<file path="src/rtl/frame_seq_pkg.sv">
package frame_seq_pkg;

    typedef enum logic [1:0] {
        FS_CALL_IMM = 2'b00,
        FS_CALL_REG = 2'b01,
        FS_RETURN   = 2'b10,
        FS_NOP      = 2'b11
    } fs_op_e;

    typedef enum logic [2:0] {
        ST_IDLE       = 3'd0,
        ST_PUSH_LINK  = 3'd1,
        ST_PUSH_FRAME = 3'd2,
        ST_POP_FRAME  = 3'd3,
        ST_POP_LINK   = 3'd4
    } fs_state_e;

endpackage

</file>
<file path="src/rtl/frame_seq_launch.sv">
module frame_seq_launch
    import frame_seq_pkg::*;
#(
    parameter int XLEN        = 32,
    parameter int SHORT_BYTES = 2,
    parameter int LONG_BYTES  = 6
) (
    input  logic [1:0]      op_i,
    input  logic [XLEN-1:0] pc_i,
    input  logic [XLEN-1:0] imm_i,
    input  logic [XLEN-1:0] reg_tgt_i,
    output logic [XLEN-1:0] ret_addr_o,
    output logic [XLEN-1:0] target_o
);
    localparam logic [XLEN-1:0] SHORT_STEP = XLEN'(SHORT_BYTES);
    localparam logic [XLEN-1:0] LONG_STEP  = XLEN'(LONG_BYTES);

    fs_op_e op;

    always_comb begin
        op = fs_op_e'(op_i);
        if (op == FS_CALL_IMM) begin
            // immediate form carries a trailing 32-bit word
            ret_addr_o = pc_i + LONG_STEP;
            target_o   = imm_i;
        end else begin
            ret_addr_o = pc_i + SHORT_STEP;
            target_o   = reg_tgt_i;
        end
    end
endmodule

</file>
<file path="src/rtl/frame_seq_ctrl.sv">
module frame_seq_ctrl
    import frame_seq_pkg::*;
#(
    parameter int XLEN       = 32,
    parameter int LINK_WORDS = 2
) (
    input  logic            clk,
    input  logic            rst_n,
    input  logic            start_i,
    input  logic [1:0]      op_i,
    input  logic [XLEN-1:0] fp_i,
    input  logic [XLEN-1:0] sp_i,
    input  logic [XLEN-1:0] ret_addr_i,
    input  logic [XLEN-1:0] target_i,
    input  logic            mem_ready_i,
    input  logic [XLEN-1:0] mem_rdata_i,
    output fs_state_e       state_o,
    output logic [XLEN-1:0] sp_o,
    output logic [XLEN-1:0] fp_o,
    output logic [XLEN-1:0] pc_o,
    output logic [XLEN-1:0] link_o,
    output logic            done_o
);
    localparam int              WORD_BYTES = XLEN / 8;
    localparam logic [XLEN-1:0] WORD_STEP  = XLEN'(WORD_BYTES);
    localparam logic [XLEN-1:0] LINK_STEP  = XLEN'(LINK_WORDS * WORD_BYTES);

    typedef struct packed {
        fs_state_e       st;
        logic [XLEN-1:0] sp;
        logic [XLEN-1:0] fp;
        logic [XLEN-1:0] pc;
        logic [XLEN-1:0] link;
        logic [XLEN-1:0] tgt;
        logic            done;
    } ctx_t;

    ctx_t ctx_d, ctx_q;

    always_comb begin
        ctx_d      = ctx_q;
        ctx_d.done = 1'b0;
        unique case (ctx_q.st)
            ST_IDLE: begin
                if (start_i) begin
                    case (fs_op_e'(op_i))
                        FS_CALL_IMM, FS_CALL_REG: begin
                            ctx_d.st   = ST_PUSH_LINK;
                            ctx_d.sp   = sp_i - LINK_STEP;
                            ctx_d.fp   = fp_i;
                            ctx_d.link = ret_addr_i;
                            ctx_d.tgt  = target_i;
                        end
                        FS_RETURN: begin
                            ctx_d.st = ST_POP_FRAME;
                            ctx_d.sp = fp_i;
                            ctx_d.fp = fp_i;
                        end
                        default: ;
                    endcase
                end
            end
            ST_PUSH_LINK: begin
                if (mem_ready_i) begin
                    ctx_d.sp = ctx_q.sp - WORD_STEP;
                    ctx_d.st = ST_PUSH_FRAME;
                end
            end
            ST_PUSH_FRAME: begin
                if (mem_ready_i) begin
                    ctx_d.fp   = ctx_q.sp;
                    ctx_d.pc   = ctx_q.tgt;
                    ctx_d.st   = ST_IDLE;
                    ctx_d.done = 1'b1;
                end
            end
            ST_POP_FRAME: begin
                if (mem_ready_i) begin
                    ctx_d.fp = mem_rdata_i;
                    ctx_d.sp = ctx_q.sp + WORD_STEP;
                    ctx_d.st = ST_POP_LINK;
                end
            end
            ST_POP_LINK: begin
                if (mem_ready_i) begin
                    ctx_d.pc   = mem_rdata_i;
                    ctx_d.sp   = ctx_q.sp + LINK_STEP;
                    ctx_d.st   = ST_IDLE;
                    ctx_d.done = 1'b1;
                end
            end
            default: ctx_d.st = ST_IDLE;
        endcase
    end

    always_ff @(posedge clk or negedge rst_n) begin
        if (!rst_n) begin
            ctx_q <= '{st: ST_IDLE, default: '0};
        end else begin
            ctx_q <= ctx_d;
        end
    end

    assign state_o = ctx_q.st;
    assign sp_o    = ctx_q.sp;
    assign fp_o    = ctx_q.fp;
    assign pc_o    = ctx_q.pc;
    assign link_o  = ctx_q.link;
    assign done_o  = ctx_q.done;
endmodule

</file>
<file path="src/rtl/frame_seq_memport.sv">
module frame_seq_memport
    import frame_seq_pkg::*;
#(
    parameter int XLEN = 32
) (
    input  fs_state_e       state_i,
    input  logic [XLEN-1:0] sp_i,
    input  logic [XLEN-1:0] fp_i,
    input  logic [XLEN-1:0] link_i,
    output logic            req_o,
    output logic            we_o,
    output logic [XLEN-1:0] addr_o,
    output logic [XLEN-1:0] wdata_o
);
    always_comb begin
        req_o   = 1'b0;
        we_o    = 1'b0;
        wdata_o = '0;
        // every access targets the working stack top
        addr_o  = sp_i;
        unique case (state_i)
            ST_PUSH_LINK: begin
                req_o   = 1'b1;
                we_o    = 1'b1;
                wdata_o = link_i;
            end
            ST_PUSH_FRAME: begin
                req_o   = 1'b1;
                we_o    = 1'b1;
                wdata_o = fp_i;
            end
            ST_POP_FRAME, ST_POP_LINK: begin
                req_o = 1'b1;
            end
            default: ;
        endcase
    end
endmodule

</file>
<file path="src/rtl/frame_seq.sv">
module frame_seq
    import frame_seq_pkg::*;
#(
    parameter int XLEN        = 32,
    parameter int LINK_WORDS  = 2,
    parameter int SHORT_BYTES = 2,
    parameter int LONG_BYTES  = 6
) (
    input  logic            clk,
    input  logic            rst_n,
    input  logic            start_i,
    input  logic [1:0]      op_i,
    input  logic [XLEN-1:0] pc_i,
    input  logic [XLEN-1:0] imm_i,
    input  logic [XLEN-1:0] reg_tgt_i,
    input  logic [XLEN-1:0] fp_i,
    input  logic [XLEN-1:0] sp_i,
    output logic            mem_req_o,
    output logic            mem_we_o,
    output logic [XLEN-1:0] mem_addr_o,
    output logic [XLEN-1:0] mem_wdata_o,
    input  logic [XLEN-1:0] mem_rdata_i,
    input  logic            mem_ready_i,
    output logic [XLEN-1:0] fp_o,
    output logic [XLEN-1:0] sp_o,
    output logic [XLEN-1:0] pc_o,
    output logic            done_o,
    output logic            busy_o
);
    fs_state_e       state;
    logic [XLEN-1:0] ret_addr, target, link;

    frame_seq_launch #(
        .XLEN(XLEN), .SHORT_BYTES(SHORT_BYTES), .LONG_BYTES(LONG_BYTES)
    ) u_launch (
        .op_i(op_i), .pc_i(pc_i), .imm_i(imm_i), .reg_tgt_i(reg_tgt_i),
        .ret_addr_o(ret_addr), .target_o(target)
    );

    frame_seq_ctrl #(.XLEN(XLEN), .LINK_WORDS(LINK_WORDS)) u_ctrl (
        .clk(clk), .rst_n(rst_n), .start_i(start_i), .op_i(op_i),
        .fp_i(fp_i), .sp_i(sp_i), .ret_addr_i(ret_addr), .target_i(target),
        .mem_ready_i(mem_ready_i), .mem_rdata_i(mem_rdata_i),
        .state_o(state), .sp_o(sp_o), .fp_o(fp_o), .pc_o(pc_o),
        .link_o(link), .done_o(done_o)
    );

    frame_seq_memport #(.XLEN(XLEN)) u_mem (
        .state_i(state), .sp_i(sp_o), .fp_i(fp_o), .link_i(link),
        .req_o(mem_req_o), .we_o(mem_we_o), .addr_o(mem_addr_o),
        .wdata_o(mem_wdata_o)
    );

    assign busy_o = (state != ST_IDLE);
endmodule

</file>
<file path="config.mk">
export PLATFORM = sky130hd
export DESIGN_NAME = frame_seq
export DESIGN_NICKNAME = d
export VERILOG_FILES = /design/src/rtl/frame_seq_pkg.sv /design/src/rtl/frame_seq_launch.sv /design/src/rtl/frame_seq_ctrl.sv /design/src/rtl/frame_seq_memport.sv /design/src/rtl/frame_seq.sv
export SDC_FILE = /design/constraint.sdc
export NUM_CORES = 1
export LEC_CHECK = 0
export BUFFER_PORTS_ARGS = -buffer_cell sky130_fd_sc_hd__buf_2
export CAP_MARGIN = 20
export CORE_UTILIZATION = 59
export CTS_CLUSTER_SIZE = 20
export DETAILED_ROUTE_END_ITERATION = 8
export GPL_TIMING_DRIVEN = 1
export PLACE_DENSITY = 0.88
export SLEW_MARGIN = 10
export SYNTH_ARGS = -nofsm -noshare
export SYNTH_HDL_FRONTEND = slang
export SYNTH_HIERARCHICAL = 1
export SYNTH_SLANG_ARGS = --single-unit
</file>
<file path="constraint.sdc">
create_clock -name clk -period 6.7 [get_ports clk]
set_clock_uncertainty 0.2 [all_clocks]
set_input_delay 0.335 -clock clk [delete_from_list [all_inputs] [get_ports clk]]
set_output_delay 0.335 -clock clk [all_outputs]
set_load 0.01 [all_outputs]
</file>
== Yosys cells after proc, flatten, opt, wreduce, memory -nomap -nowiden ==
Index checks and enable logic that the tools add are counted.

* Add/subtract/negate cells: 6
* Equality and inequality tests: 12
* Mux-type cells: 19
* Reductions and logical operators: 15

{| class="wikitable"
|+ Operators by type and width
! kind !! count
|-
| 67-bit two-way mux || 2
|-
| 67-bit case mux with 2 select lines || 1
|-
| 32-bit case mux with 2 select lines || 2
|-
| 32-bit case mux with 4 select lines || 1
|-
| 32-bit two-way mux || 3
|-
| 32-bit case mux with 3 select lines || 1
|-
| 35-bit two-way mux || 2
|-
| 32-bit by 3-bit adder with 32-bit output (second input constant) || 2
|-
| 64-bit two-way mux || 1
|-
| 32-bit by 2-bit adder with 32-bit output (second input constant) || 1
|-
| 32-bit by 4-bit adder with 32-bit output (second input constant) || 1
|-
| 32-bit by 3-bit subtractor with 32-bit output (second input constant) || 1
|-
| 32-bit by 4-bit subtractor with 32-bit output (second input constant) || 1
|-
| 3-bit case mux with 5 select lines || 1
|-
| 6-bit AND reduction || 2
|-
| 2-bit != test (second input constant) || 5
|-
| 3-bit by 2-bit == test with 1-bit output (second input constant) || 2
|-
| 3-bit AND reduction || 2
|-
| 3-bit nonzero test || 2
|-
| 2-bit OR reduction || 3
|-
| 5-bit AND reduction || 1
|-
| 1-bit two-way mux || 4
|-
| 4-bit nonzero test || 1
|-
| 4-bit OR reduction || 1
|-
| other kinds (9) || 9
|}

* Register bits: 164
* Input bits: 198
* Output and inout bits: 164

== Logic depth before layout (Yosys ltp) ==
* Word-level depth: 5
* Depth in mapped cells: 14
* Depth with buffers taken out: 11

== Cells and area by module ==
Netlist, hierarchy kept.

{| class="wikitable"
|+ By module, submodules not included
! module !! instances !! cells each !! area an instance (um2)
|-
| frame_seq_ctrl || 1 || 1,249 || 11,272.1
|-
| frame_seq_memport || 1 || 148 || 1,249.9
|-
| frame_seq_launch || 1 || 123 || 1,001.0
|-
| frame_seq || 1 || 1 || 6.3
|}

== Least setup slack after synthesis ==
OpenSTA, ideal clock, no wires.

* Kind: register to register
* From: register u_ctrl.ctx_q (netlist bit u_ctrl/state_o[0])
* To: register u_ctrl.ctx_q (netlist bit u_ctrl/sp_o[30])
* Library setup time: 0.069 ns
* Arrival: 4.285 ns
* Required time: 6.431 ns
* Setup slack: 2.146 ns
* Stages on the path, launching flop included: 14
* Buffers on the path: 2
* Clock period less this slack: 4.554 ns
* Path through: dfrtp_1 -> buf_1 -> nor2b_1 -> clkbuf_1 -> nand2_1 -> ha_1 -> a211oi_1 -> or4_1 -> a21oi_1 -> o2111ai_1 -> nand4_1 -> a31oi_1 -> or4_1 -> nand3_1

* Cells in the longest elaborated chain, start to end: 3
* Elaborated cells on any way between the ends: 12
* Those cells by class: 8 x eq/ne; 1 x mux; 3 x reduce/logical

{| class="wikitable"
|+ RTL lines
! item !! RTL line !! source
|-
| start, declared || frame_seq_ctrl.sv:38 || <nowiki>ctx_t ctx_d, ctx_q;</nowiki>
|-
| start signal, assigned || frame_seq_ctrl.sv:100 || <nowiki>ctx_q <= ctx_d;</nowiki>
|-
| 3-bit by 1-bit == test with 1-bit output (tied with other cells) || frame_seq_ctrl.sv:43 || <nowiki>unique case (ctx_q.st)</nowiki>
|-
| 4-bit nonzero test (no source line) (tied with other cells) || n/a ||
|-
| 6-bit AND reduction (no source line) || n/a ||
|}

Parallel ways exist; a longest one is shown, timed or not.
A chain may end at the register's enable or synchronous reset.

== Worst setup path after layout ==
* From: register u_ctrl.ctx_q (netlist bit u_ctrl/state_o[2])
* To: register u_ctrl.ctx_q (netlist bit u_ctrl/sp_o[30])

Same word-level chain as after synthesis.

==> flow_metrics.py <==
metrics = {
    "synthesis": {
        "yosysTopAreaCellShare_pct": 30.3,
        "synth-seq-cells": 164,
        "syn-cell-area_mm2": 0.0135,
        "synthArstFlopShare_pct": 100,
        "yosysTopAreaCell": "dfrtp_1",
        "synth_top_flop_cell": "dfrtp_1",
        "synthDistinctLibCells": 84,
        "synth_nets": 1756,
        "syn_inst": 1521,
        "yosys_warnings": 6,
        "yosysSeqAreaShare_pct": 30.3,
        "synthTopCellsByArea": "dfrtp_1, buf_4, mux2_2, mux2i_1, o21ai_0",
        "synth-edff-count": 0,
        "synth.avg_cell_area_um2": 8.89,
    },
    "setup_path": {
        "crit_fanout": 23,
        "worst_setup_path_start_kind": "flip-flop",
        "crit_buf_inv": 2,
        "worstPathCellList": "nor2b_1, buf_4, nand2_1, buf_4, ha_1, a211oi_1, or4_1, a21oi_1, o2111ai_1, nand4_1, a31oi_1, or4_1, nand3_1",
        "max_stage_delay_ps": 550,
        "worstSetupEndpointType": "flip-flop",
        "worstPathArrival_ps": 4490,
        "crit_slowest_cell": "or4_1",
        "critical_path_class": "reg -> reg",
        "worstPathRequired_ps": 6870,
        "crit_family": "simple AND/OR/NAND/NOR gates",
    },
    "timing": {
        "max_freq_mhz": 231,
        "setup_viol": 0,
        "fin_crit_sh_pct": 64.5,
        "period_needed_ps": 4320,
        "slew_headroom_pct": 26.1,
        "slew_viol_final": 0,
        "setup-tns-final_ps": 0,
        "finalHoldViolCount": 0,
        "tightestPinTransition_ps": 1110,
        "rsz0062_at_grt": "no",
        "fin_ws_ps": 2380,
    },
    "grt": {
        "grt_remaining_overflow": 0,
        "grt_pass1_vias": 11800,
        "grt_max_degree": 98,
        "antenna_found_initial": 1,
        "grtUsageTotal_pct": 36.8,
        "grt_pass1_wl_um": 66400,
    },
    "power_and_ir_drop": {
        "power_density_mw_per_mm2": 531,
        "p_total_mw": 7.86,
        "p_leak_nw": 6.96,
        "vdd_drop_max_uv": 262,
    },
    "routing": {
        "wl_um": 43700,
        "first_pass_iters": 9,
        "vias_per_cell": 6.26,
        "final_antenna_net_count": 0,
        "drt_iter0_drc": 1213,
        "drc": 2,
        "routed-via-count": 12400,
        "routedWlPerCell_um": 22.1,
    },
    "min_path": {
        "hp-class": "in -> reg",
    },
    "clock_network": {
        "clkLatencyLatePin_ps": 440,
        "cts_setup_buffers": 0,
        "clk_pin_slew_worst_paths_ps": 70,
        "clk_path_buf_depth": 2,
        "cts-hold-fix-buffers": 3,
        "h-tree-depth": 4,
        "root_buffer": "clkbuf_16",
        "clkSinkCount": 164,
        "cts_buffers": 17,
        "cts_tree": "done",
        "post_cts_resized": 0,
    },
    "die": {
        "die_h_um": 153,
        "core_mm2": 0.0226,
        "die_w_um": 153,
        "ios": 362,
        "dieArea_mm2": 0.0235,
        "num_rows": 55,
        "start_util_pct": 59.9,
    },
    "cells_and_area": {
        "fillers": 1823,
        "most-common-layout-cells": "buf_2, dfrtp_1, nand2_1",
        "final_util_pct": 65.6,
        "fin_nets": 1909,
        "area_growth_pct": 9.43,
        "final_layout_size_suffix_gt1_share_pct": 33.9,
        "final_common_cell": "buf_2",
    },
    "placed_design": {
        "dp_slack_ps": 2440,
        "place.detailed.hpwl_um": 32200,
        "port_buffers": 361,
        "place_congestion": 0.928,
    },
    "status": {
        "violations": "design-rule violations",
        "status": "complete, but fails checks",
    },
    "run": {
        "cap_viol_max_count": 0,
    },
}
[kinds of logic (layout without fill, tap and decap cells)]
group | after synthesis | count (layout) | share of synthesized area (%)
XOR/XNOR | 82 | 82 | 5.31
adder cells (fa/ha/maj) | 37 | 37 | 3.53
buffers and inverters | 293 | 459 | 13.9
AO/OA/AOI/OAI | 361 | 361 | 18.3
AND/OR/NAND/NOR | 417 | 417 | 15.4
other | 0 | 1 | 0
flip-flops | 164 | 164 | 30.3
multiplexers | 167 | 167 | 13.3
[routing by layer]
| layer | global-route usage [%] | up-vias | part of all wire (%) |
|---|---|---|---|
| met5 | 0 | - | 0 |
| met4 | 21.8 | 0 | 5.7 |
| met3 | 7.03 | 150 | 9.3 |
| met2 | 59.5 | 819 | 46 |
| met1 | 45.8 | 5816 | 39 |
| li1 | - | 5573 | - |
[worst reg2reg max path, delay by kind of cell (launching register included)]
| family | cells | cell delay [ps] |
|---|---|---|
| buffers and inverters | 2 | 680 |
| adder cells (fa/ha/maj) | 1 | 410 |
| AND/OR/NAND/NOR | 6 | 1800 |
| flip-flops | 1 | 400 |
| AO/OA/AOI/OAI | 4 | 770 |
[per-stage QoR]
stage | cells | cell area (um^2) | hold slack [ps]
6_report | 1973 | 14800 | 17.2
5_1_grt | 1973 | 14800 | 11.9
4_1_cts | 1971 | 14800 | 1.93
3_5_place_dp | 1936 | 14100 | 265
3_3_place_gp | 1936 | 14100 | 255
2_1_floorplan | 1521 | 13500 | -161
[synth_stat cells (7+ instances only)]
library cell	instances
o32ai_2	29
inv_1	46
a21o_1	24
a211oi_1	14
a21oi_1	94
nand2_1	125
and2_1	7
nand2b_1	39
and3_1	9
a221oi_1	11
xnor2_1	52
buf_4	170
ha_1	35
nor3_1	21
mux2_2	97
or3_1	7
a31oi_1	10
o21ai_0	119
clkbuf_1	53
buf_6	8
nand3_1	32
mux2i_1	70
xor2_1	30
dfrtp_1	164
nor2_1	103
nor4_1	11
nand4_1	20
[flip-flops by register name, indices dropped and copies added (netlist names)]
| register | cells |
|---|---|
| u_ctrl/done_o | 1 |
| u_ctrl/state_o | 3 |
| u_ctrl/link_o | 32 |
| u_ctrl/sp_o | 32 |
| u_ctrl/pc_o | 32 |
| u_ctrl/fp_o | 32 |
| u_ctrl/ctx_q | 32 |
[layout make-up]
cell class	instances	area, um^2	share of cell area, %
multi-input cells	1064	7580	51.2
diodes	1	2.50	0.0169
inverters	46	173	1.17
clock buffers	18	439	2.97
flip-flops and latches	164	4110	27.7
clock inverters	14	156	1.06
repair buffers	381	1990	13.4
well taps	285	357	2.41
[report_power, final]
part | switching (mW) | internal (mW) | leakage, nW
Combinational | 2.81 | 1.96 | 4.66
Clock | 0.478 | 0.544 | 0.295
Sequential | 0.594 | 1.48 | 2.01
Total | 3.88 | 3.98 | 6.96
[path summary, 6_finish.rpt]
check | depth (start not counted) | slack, ps | startpoint | end
max | 13 | 2380 | u_ctrl/state_o[2] | u_ctrl/sp_o[30]
min | 3 | 20 | mem_rdata_i[21] | u_ctrl/pc_o[21]
max reg2reg | 13 | 2380 | u_ctrl/state_o[2] | u_ctrl/sp_o[30]
min reg2reg | 2 | 280 | u_ctrl/pc_o[5] | u_ctrl/pc_o[5]
max in group asynchronous | 3 | 4440 | rst_n | u_ctrl/pc_o[20]
min in group asynchronous | 2 | 390 | rst_n | u_ctrl/fp_o[13]
No activity file was read; power rests on OpenSTA's default activity.
